### src/rtl/tlb_inval_pkg.sv
package tlb_inval_pkg;
  localparam int unsigned ADDR_W    = 64;
  localparam int unsigned PN_W      = 52;
  localparam int unsigned ID_W      = 32;
  localparam int unsigned PG_W      = 3;
  localparam int unsigned SEG_W     = 2;
  localparam int unsigned RANGE_LOG = 4;

  typedef enum logic [1:0] {ST_IDLE, ST_EVAL, ST_DONE} state_e;
  typedef enum logic [2:0] {MODE_NONE, MODE_VA, MODE_EA, MODE_RANGE, MODE_PID} mode_e;

  typedef struct packed {
    logic             vld;
    logic [PN_W-1:0]  pn;
    logic [PG_W-1:0]  pg;
    logic [SEG_W-1:0] seg;
    logic [ID_W-1:0]  lpid;
    logic [ID_W-1:0]  pid;
    logic             prs;
  } entry_t;

  typedef struct packed {
    mode_e            mode;
    logic [PN_W-1:0]  pn;
    logic [PN_W-1:0]  mask;
    logic [PG_W-1:0]  pg;
    logic             pg_ok;
    logic [SEG_W-1:0] seg;
    logic [ID_W-1:0]  lpid;
    logic [ID_W-1:0]  pid;
    logic             prs;
  } cmd_t;

  // page-number bits kept above page size, extra low bits dropped for groups
  function automatic logic [PN_W-1:0] pg_mask(logic [PG_W-1:0] code, int unsigned extra);
    int unsigned sh;
    logic [PN_W-1:0] m;
    case (code)
      3'd0:    sh = 0;
      3'd1:    sh = 4;
      3'd2:    sh = 9;
      default: sh = 18;
    endcase
    m = '1;
    return m << (sh + extra);
  endfunction

  function automatic logic pg_known(logic [PG_W-1:0] code);
    return !code[PG_W-1];
  endfunction
endpackage

### src/rtl/tlb_inval_decode.sv
module tlb_inval_decode import tlb_inval_pkg::*; #(
  parameter int unsigned GRP_LOG = RANGE_LOG
) (
  input  logic [ADDR_W-1:0] addr_i,
  input  logic [ADDR_W-1:0] rs_i,
  input  logic [1:0]        ctl_i,
  input  logic              prs_i,
  input  logic              effr_i,
  input  logic [ID_W-1:0]   lpid_i,
  output cmd_t              cmd_o
);
  logic [1:0]      scope;
  logic [1:0]      gsz;
  logic [PG_W-1:0] pgc;
  logic            lbit;

  assign scope = addr_i[11:10];
  assign pgc   = addr_i[7:5];
  assign gsz   = addr_i[7:6];
  assign lbit  = addr_i[0];

  always_comb begin
    cmd_o       = '0;
    cmd_o.mode  = MODE_NONE;
    cmd_o.pn    = addr_i[63:12];
    cmd_o.mask  = '1;
    cmd_o.pg    = pgc;
    cmd_o.pg_ok = pg_known(pgc);
    cmd_o.seg   = addr_i[9:8];
    cmd_o.lpid  = lpid_i;
    cmd_o.pid   = rs_i[63:32];
    cmd_o.prs   = prs_i;
    if (scope == 2'd0) begin
      if (ctl_i == 2'd0) begin
        if (!effr_i) begin
          cmd_o.mode = MODE_VA;
          if (lbit) cmd_o.pn = {addr_i[63:20], addr_i[7:1], 1'b0};
        end else begin
          cmd_o.mode = MODE_EA;
          cmd_o.mask = pg_mask(pgc, 0);
        end
      end else if (ctl_i == 2'd3) begin
        cmd_o.mode  = MODE_RANGE;
        cmd_o.pg    = {{(PG_W-1){1'b0}}, gsz[0]};
        cmd_o.pg_ok = !gsz[1];
        cmd_o.mask  = pg_mask({{(PG_W-1){1'b0}}, gsz[0]}, GRP_LOG);
      end
    end else if (scope == 2'd1 && (ctl_i == 2'd0 || ctl_i == 2'd2)) begin
      cmd_o.mode = MODE_PID;
    end
  end
endmodule

### src/rtl/tlb_inval_match.sv
module tlb_inval_match import tlb_inval_pkg::*; (
  input  cmd_t   cmd_i,
  input  entry_t ent_i,
  output logic   hit_o
);
  logic [PN_W-1:0] diff;
  logic lpid_eq, pid_eq, pn_req_eq, pn_ent_eq, pg_eq;

  assign diff      = ent_i.pn ^ cmd_i.pn;
  assign lpid_eq   = ent_i.lpid == cmd_i.lpid;
  assign pid_eq    = ent_i.pid == cmd_i.pid;
  assign pn_req_eq = (diff & cmd_i.mask) == '0;
  assign pn_ent_eq = (diff & pg_mask(ent_i.pg, 0)) == '0;
  assign pg_eq     = cmd_i.pg_ok && (ent_i.pg == cmd_i.pg);

  always_comb begin
    unique case (cmd_i.mode)
      MODE_VA:    hit_o = pg_known(ent_i.pg) && pn_ent_eq && (ent_i.seg == cmd_i.seg)
                          && lpid_eq && !ent_i.prs;
      MODE_EA:    hit_o = pg_eq && pn_req_eq && lpid_eq && (ent_i.prs == cmd_i.prs)
                          && (!cmd_i.prs || pid_eq);
      MODE_RANGE: hit_o = pg_eq && pn_req_eq && (ent_i.seg == cmd_i.seg)
                          && lpid_eq && !ent_i.prs;
      MODE_PID:   hit_o = lpid_eq && pid_eq && ent_i.prs;
      default:    hit_o = 1'b0;
    endcase
    hit_o = hit_o && ent_i.vld;
  end
endmodule

### src/rtl/tlb_inval_unit.sv
module tlb_inval_unit import tlb_inval_pkg::*; #(
  parameter  int unsigned ENTRIES = 16,
  localparam int unsigned IDX_W   = $clog2(ENTRIES)
) (
  input  logic               clk_i,
  input  logic               rst_ni,
  input  logic               req_valid_i,
  output logic               req_ready_o,
  input  logic [ADDR_W-1:0]  req_addr_i,
  input  logic [ADDR_W-1:0]  req_rs_i,
  input  logic [1:0]         req_ctl_i,
  input  logic               req_prs_i,
  input  logic               req_effr_i,
  input  logic               hv_i,
  input  logic [ID_W-1:0]    local_lpid_i,
  input  logic               wr_en_i,
  input  logic [IDX_W-1:0]   wr_idx_i,
  input  logic               wr_valid_i,
  input  logic [PN_W-1:0]    wr_pn_i,
  input  logic [PG_W-1:0]    wr_pg_i,
  input  logic [SEG_W-1:0]   wr_seg_i,
  input  logic [ID_W-1:0]    wr_lpid_i,
  input  logic [ID_W-1:0]    wr_pid_i,
  input  logic               wr_prs_i,
  output logic               done_o,
  output logic [ENTRIES-1:0] valid_o
);
  state_e             state_q;
  logic [ADDR_W-1:0]  addr_q, rs_q;
  logic [1:0]         ctl_q;
  logic               prs_q, effr_q;
  logic [ID_W-1:0]    lpid_q;
  cmd_t               cmd;
  logic [ENTRIES-1:0] hit;
  logic               accept, wr_ok, clr;
  entry_t             wr_ent;

  assign req_ready_o = state_q == ST_IDLE;
  assign done_o      = state_q == ST_DONE;
  assign accept      = req_valid_i && req_ready_o;
  assign wr_ok       = wr_en_i && req_ready_o;
  assign clr         = state_q == ST_EVAL;
  assign wr_ent      = '{vld: wr_valid_i, pn: wr_pn_i, pg: wr_pg_i, seg: wr_seg_i,
                         lpid: wr_lpid_i, pid: wr_pid_i, prs: wr_prs_i};

  always_ff @(posedge clk_i or negedge rst_ni) begin
    if (!rst_ni) begin
      state_q <= ST_IDLE;
      addr_q  <= '0;
      rs_q    <= '0;
      ctl_q   <= '0;
      prs_q   <= 1'b0;
      effr_q  <= 1'b0;
      lpid_q  <= '0;
    end else begin
      unique case (state_q)
        ST_IDLE: if (accept) state_q <= ST_EVAL;
        ST_EVAL: state_q <= ST_DONE;
        default: state_q <= ST_IDLE;
      endcase
      if (accept) begin
        addr_q <= req_addr_i;
        rs_q   <= req_rs_i;
        ctl_q  <= req_ctl_i;
        prs_q  <= req_prs_i;
        effr_q <= req_effr_i;
        lpid_q <= hv_i ? req_rs_i[ID_W-1:0] : local_lpid_i;
      end
    end
  end

  tlb_inval_decode #(.GRP_LOG(RANGE_LOG)) u_dec (
    .addr_i(addr_q), .rs_i(rs_q), .ctl_i(ctl_q), .prs_i(prs_q),
    .effr_i(effr_q), .lpid_i(lpid_q), .cmd_o(cmd)
  );

  for (genvar g = 0; g < ENTRIES; g++) begin : g_ent
    entry_t ent_q;

    tlb_inval_match u_match (.cmd_i(cmd), .ent_i(ent_q), .hit_o(hit[g]));

    always_ff @(posedge clk_i or negedge rst_ni) begin
      if (!rst_ni)                                 ent_q     <= '0;
      else if (wr_ok && wr_idx_i == IDX_W'(g))     ent_q     <= wr_ent;
      else if (clr && hit[g])                      ent_q.vld <= 1'b0;
    end

    assign valid_o[g] = ent_q.vld;
  end
endmodule

### config.mk
export PLATFORM = sky130hd
export DESIGN_NAME = tlb_inval_unit
export DESIGN_NICKNAME = d
export VERILOG_FILES = /design/src/rtl/tlb_inval_pkg.sv /design/src/rtl/tlb_inval_decode.sv /design/src/rtl/tlb_inval_match.sv /design/src/rtl/tlb_inval_unit.sv
export SDC_FILE = /design/constraint.sdc
export NUM_CORES = 2
export LEC_CHECK = 0
export CAP_MARGIN = 25
export CORE_ASPECT_RATIO = 0.7
export CORE_UTILIZATION = 55
export DETAILED_ROUTE_END_ITERATION = 7
export DONT_BUFFER_PORTS = 1
export PLACE_DENSITY = 0.81
export SETUP_SLACK_MARGIN = 0.2
export SYNTH_ARGS = -nofsm -noshare
export SYNTH_HDL_FRONTEND = slang
export SYNTH_SLANG_ARGS = --single-unit
### constraint.sdc
create_clock -name clk_i -period 4.4 [get_ports clk_i]
set_input_delay 0.44 -clock clk_i [delete_from_list [all_inputs] [get_ports clk_i]]
set_output_delay 0.44 -clock clk_i [all_outputs]
set_load 0.01 [all_outputs]
==> metrics.txt <==
drt via density=~6.5; Leak=between 50 and 60 nW; Syn-to-layout area delta=14.3%; part of the Yosys area used for sequential elements=0.509; Worst Clk Skew=0.0721 ns; first-pass GRT wire length=519000 um; Die ar.=roughly 0.19 mm2; crit-path max FO=9; GPL Wtd Cong=~0.98; Seq cells post-synth=2102; P per Cell Area=about 570 mW/mm2; crit path launch type=flop; PortBufs=0; minimum clock period=slightly below 4 ns; TritonCTS Buffers=~200; post-synth cell types=between 70 and 80; Post-Syn Nets=between 8000 and 9000; total track usage=0.375; Ports=between 300 and 400; Starting Density=0.556; most common cell after layout, fill and taps aside=dfrtp_1; Post-route DRC=0; clk slew on worst S/H paths=around 0.07 ns; Core Rows=between 100 and 150; Vias=between 70000 and 80000; setup bufs post-CTS=0; # fillers=roughly 13000; Die Span X=520 um; Hold Violations, Final=0; fmax=approximately 0.26 GHz; largest net degree at the start of global routing=between 200 and 250; hold slack=approximately 0.026 ns; post-route clock period utilization=0.887; Synth async-reset ratio=1.00; Layout Cells excl Fill=11500; critical path data arrival time=about 4.6 ns; DR pass1 iterations=6; detailed placement HPWL=221000 um; Wirelength per Cell=~31 um; root buf cell=clkbuf_16; ys flop type=dfrtp_1; FF/Latch Area=between 0.05 and 0.06 mm2; NumNets Final=just over 9000; Core ar.=about 0.19 mm2; mean post-synth cell area=~12 um2; crit path kind=flop to flop; Slew @ Worst Pin=between 1 and 1.5 ns; maximum vdd drop=roughly 490 uV; maxcap violations=0; utilization after layout=0.636; Hold WC Path Type=input port to asynchronous set/reset pin; GRT overflow=0; CTS tree=yes; Tot Pwr=67.5 mW; H-tree Lvls=4; Slew Limit Fails=0; yosys warns=0; initial antenna violation count=67; footprint of the multi-input gates=about 0.048 mm2; final wirelength=between 300000 and 400000 um; ANT nets after route=0; relative slew slack=0.0425; latest clock arrival within the worst-skew pair=just under 0.9 ns; RSZ-0062 raised after global routing=no; number of synthesized flops with an enable pin=0; clk sinks=between 2000 and 2500; most frequent cells in the layout=2102 x dfrtp_1, 1794 x mux2_2, 1066 x xor2_1, 844 x xnor2_1, 802 x nand2_1; Crit. End Element=flop; gate count after technology mapping=8569; CP Data Required Time=5.11 ns; CTS Buffer Depth=3; Finish-stage setup viols=0; initial detailed-routing violation count=roughly 10000; status=complete, no violations; Placed Cells=~11000; Die Y=365 um; vias in the first global route=about 75000; Mapped Area=0.103 mm2; fraction of layout cells with a size suffix above 1=0.281
-- routing by layer --
metal  GRT usage  vias up  wire [um]
met1       0.493    38400     134000
met4       0.211       12      23600
met5           0        -         76
li1            -    29900          -
met3       0.131     1466      50900
met2       0.540     5277     153000
-- path summary, 6_finish.rpt --
| check | from | endpoint | slack, ns | cells after the start |
|---|---|---|---|---|
| min | rst_ni | addr_q[25]$_DFFE_PN0P_ | 0.03 | 1 |
| max in group asynchronous | rst_ni | g_ent[11].ent_q[27]$_DFFE_PN0P_ | 0.70 | 10 |
| max | lpid_q[26]$_DFFE_PN0P_ | valid_o[6]$_DFFE_PN0P_ | 0.50 | 9 |
| min in group clk_i | wr_valid_i | valid_o[11]$_DFFE_PN0P_ | 0.10 | 2 |
| max reg2reg | lpid_q[26]$_DFFE_PN0P_ | valid_o[6]$_DFFE_PN0P_ | 0.50 | 9 |
| min reg2reg | g_ent[14].ent_q[119]$_DFFE_PN0P_ | g_ent[14].ent_q[119]$_DFFE_PN0P_ | 0.50 | 2 |
-- layout make-up --
class                           instances  share of cell area
Inverter                               26            0.000826
Multi-Input combinational cell       5768               0.407
Sequential cell                      2102               0.445
Clock buffer                          291              0.0489
Clock inverter                         62             0.00693
Timing Repair Buffer                  694              0.0638
Tap cell                             2479              0.0263
Antenna cell                           69             0.00146
-- critical path: stages (launching register included) --
cell     delay (ns)
dfrtp_1        0.80
xor2_1         0.15
nor4_1         0.88
nand4_1        0.30
or4_1          0.63
nor4_1         0.38
buf_4          0.22
nand2_1        0.05
o31ai_1        0.20
o22ai_1        0.11
-- metrics by stage --
stage | area (um2) | worst slack (ns) | setup TNS, ns
6_report | 118000 | 0.496 | 0
5_1_grt | 118000 | 0.269 | 0
4_1_cts | 117000 | 0.469 | 0
3_5_place_dp | 107000 | -1.19 | -255.10
3_3_place_gp | 107000 | -1.12 | -234.56
2_1_floorplan | 103000 | 1.70 | 0
-- flip-flops by register name, indices dropped and copies added, names as in the netlist --
| name | flops |
|---|---|
| valid_o | 16 |
| rs_q | 32 |
| lpid_q | 32 |
| prs_q | 1 |
| state_q | 2 |
| effr_q | 1 |
| ctl_q | 2 |
| addr_q | 64 |
| g_ent.ent_q | 1952 |
-- what timing repair did --
| item | CTS | global route |
|---|---|---|
| hold buffers | 351 | 13 |
| hold endpoints to repair | 2313 | 221 |
| resized for setup | 0 | 0 |
| setup endpoints to repair | 191 | 191 |
| gates cloned | 2 | 2 |
-- synth_stat cells (all sizes together) (4+ instances only) --
cell type	number	share of area
a2111oi	19	0.0018
nand3	71	0.0034
a41oi	4	0.00034
buf	206	0.0098
and3	8	0.00048
o22a	4	0.00034
nor3	79	0.0039
or4	34	0.0025
o21ai	52	0.0025
mux2	1794	0.20
a211oi	14	0.0010
nand2	809	0.029
nand4b	4	0.00034
a31oi	11	0.00067
and2	13	0.00079
clkbuf	467	0.017
nand2b	4	0.00024
o211ai	21	0.0015
o41ai	5	0.00042
xnor2	844	0.072
mux2i	46	0.0045
or3	7	0.00042
a221oi	16	0.0014
o2111ai	14	0.0012
a211o	4	0.00034
xor2	1066	0.090
a21oi	95	0.0047
nor2b	10	0.00061
nand4	234	0.014
a21o	5	0.00036
dfrtp	2102	0.51
a221o	4	0.00039
a22o	4	0.00034
nor2	106	0.0040
o31ai	16	0.0012
nor4	278	0.017
o22ai	18	0.0011
o221ai	7	0.00059
a2bb2oi	4	0.00034
inv	23	0.00084
or2	8	0.00048
-- report_power, final --
part           total [mW]  switching, mW  internal [mW]  leakage, nW
registers            29.8           5.36           24.4         26.5
clock network        17.8           7.87           9.92         3.24
logic                19.9           10.2           9.69         22.1
-- logic make-up after synthesis --
kind of cell	synth area share
xor gates and xnor gates	0.162
muxes	0.200
and+or+nand+nor	0.0785
buffers and inverters	0.0277
AOI/OAI and AO/OA	0.0229
DFF	0.509
(Power assumes the default switching activity.)
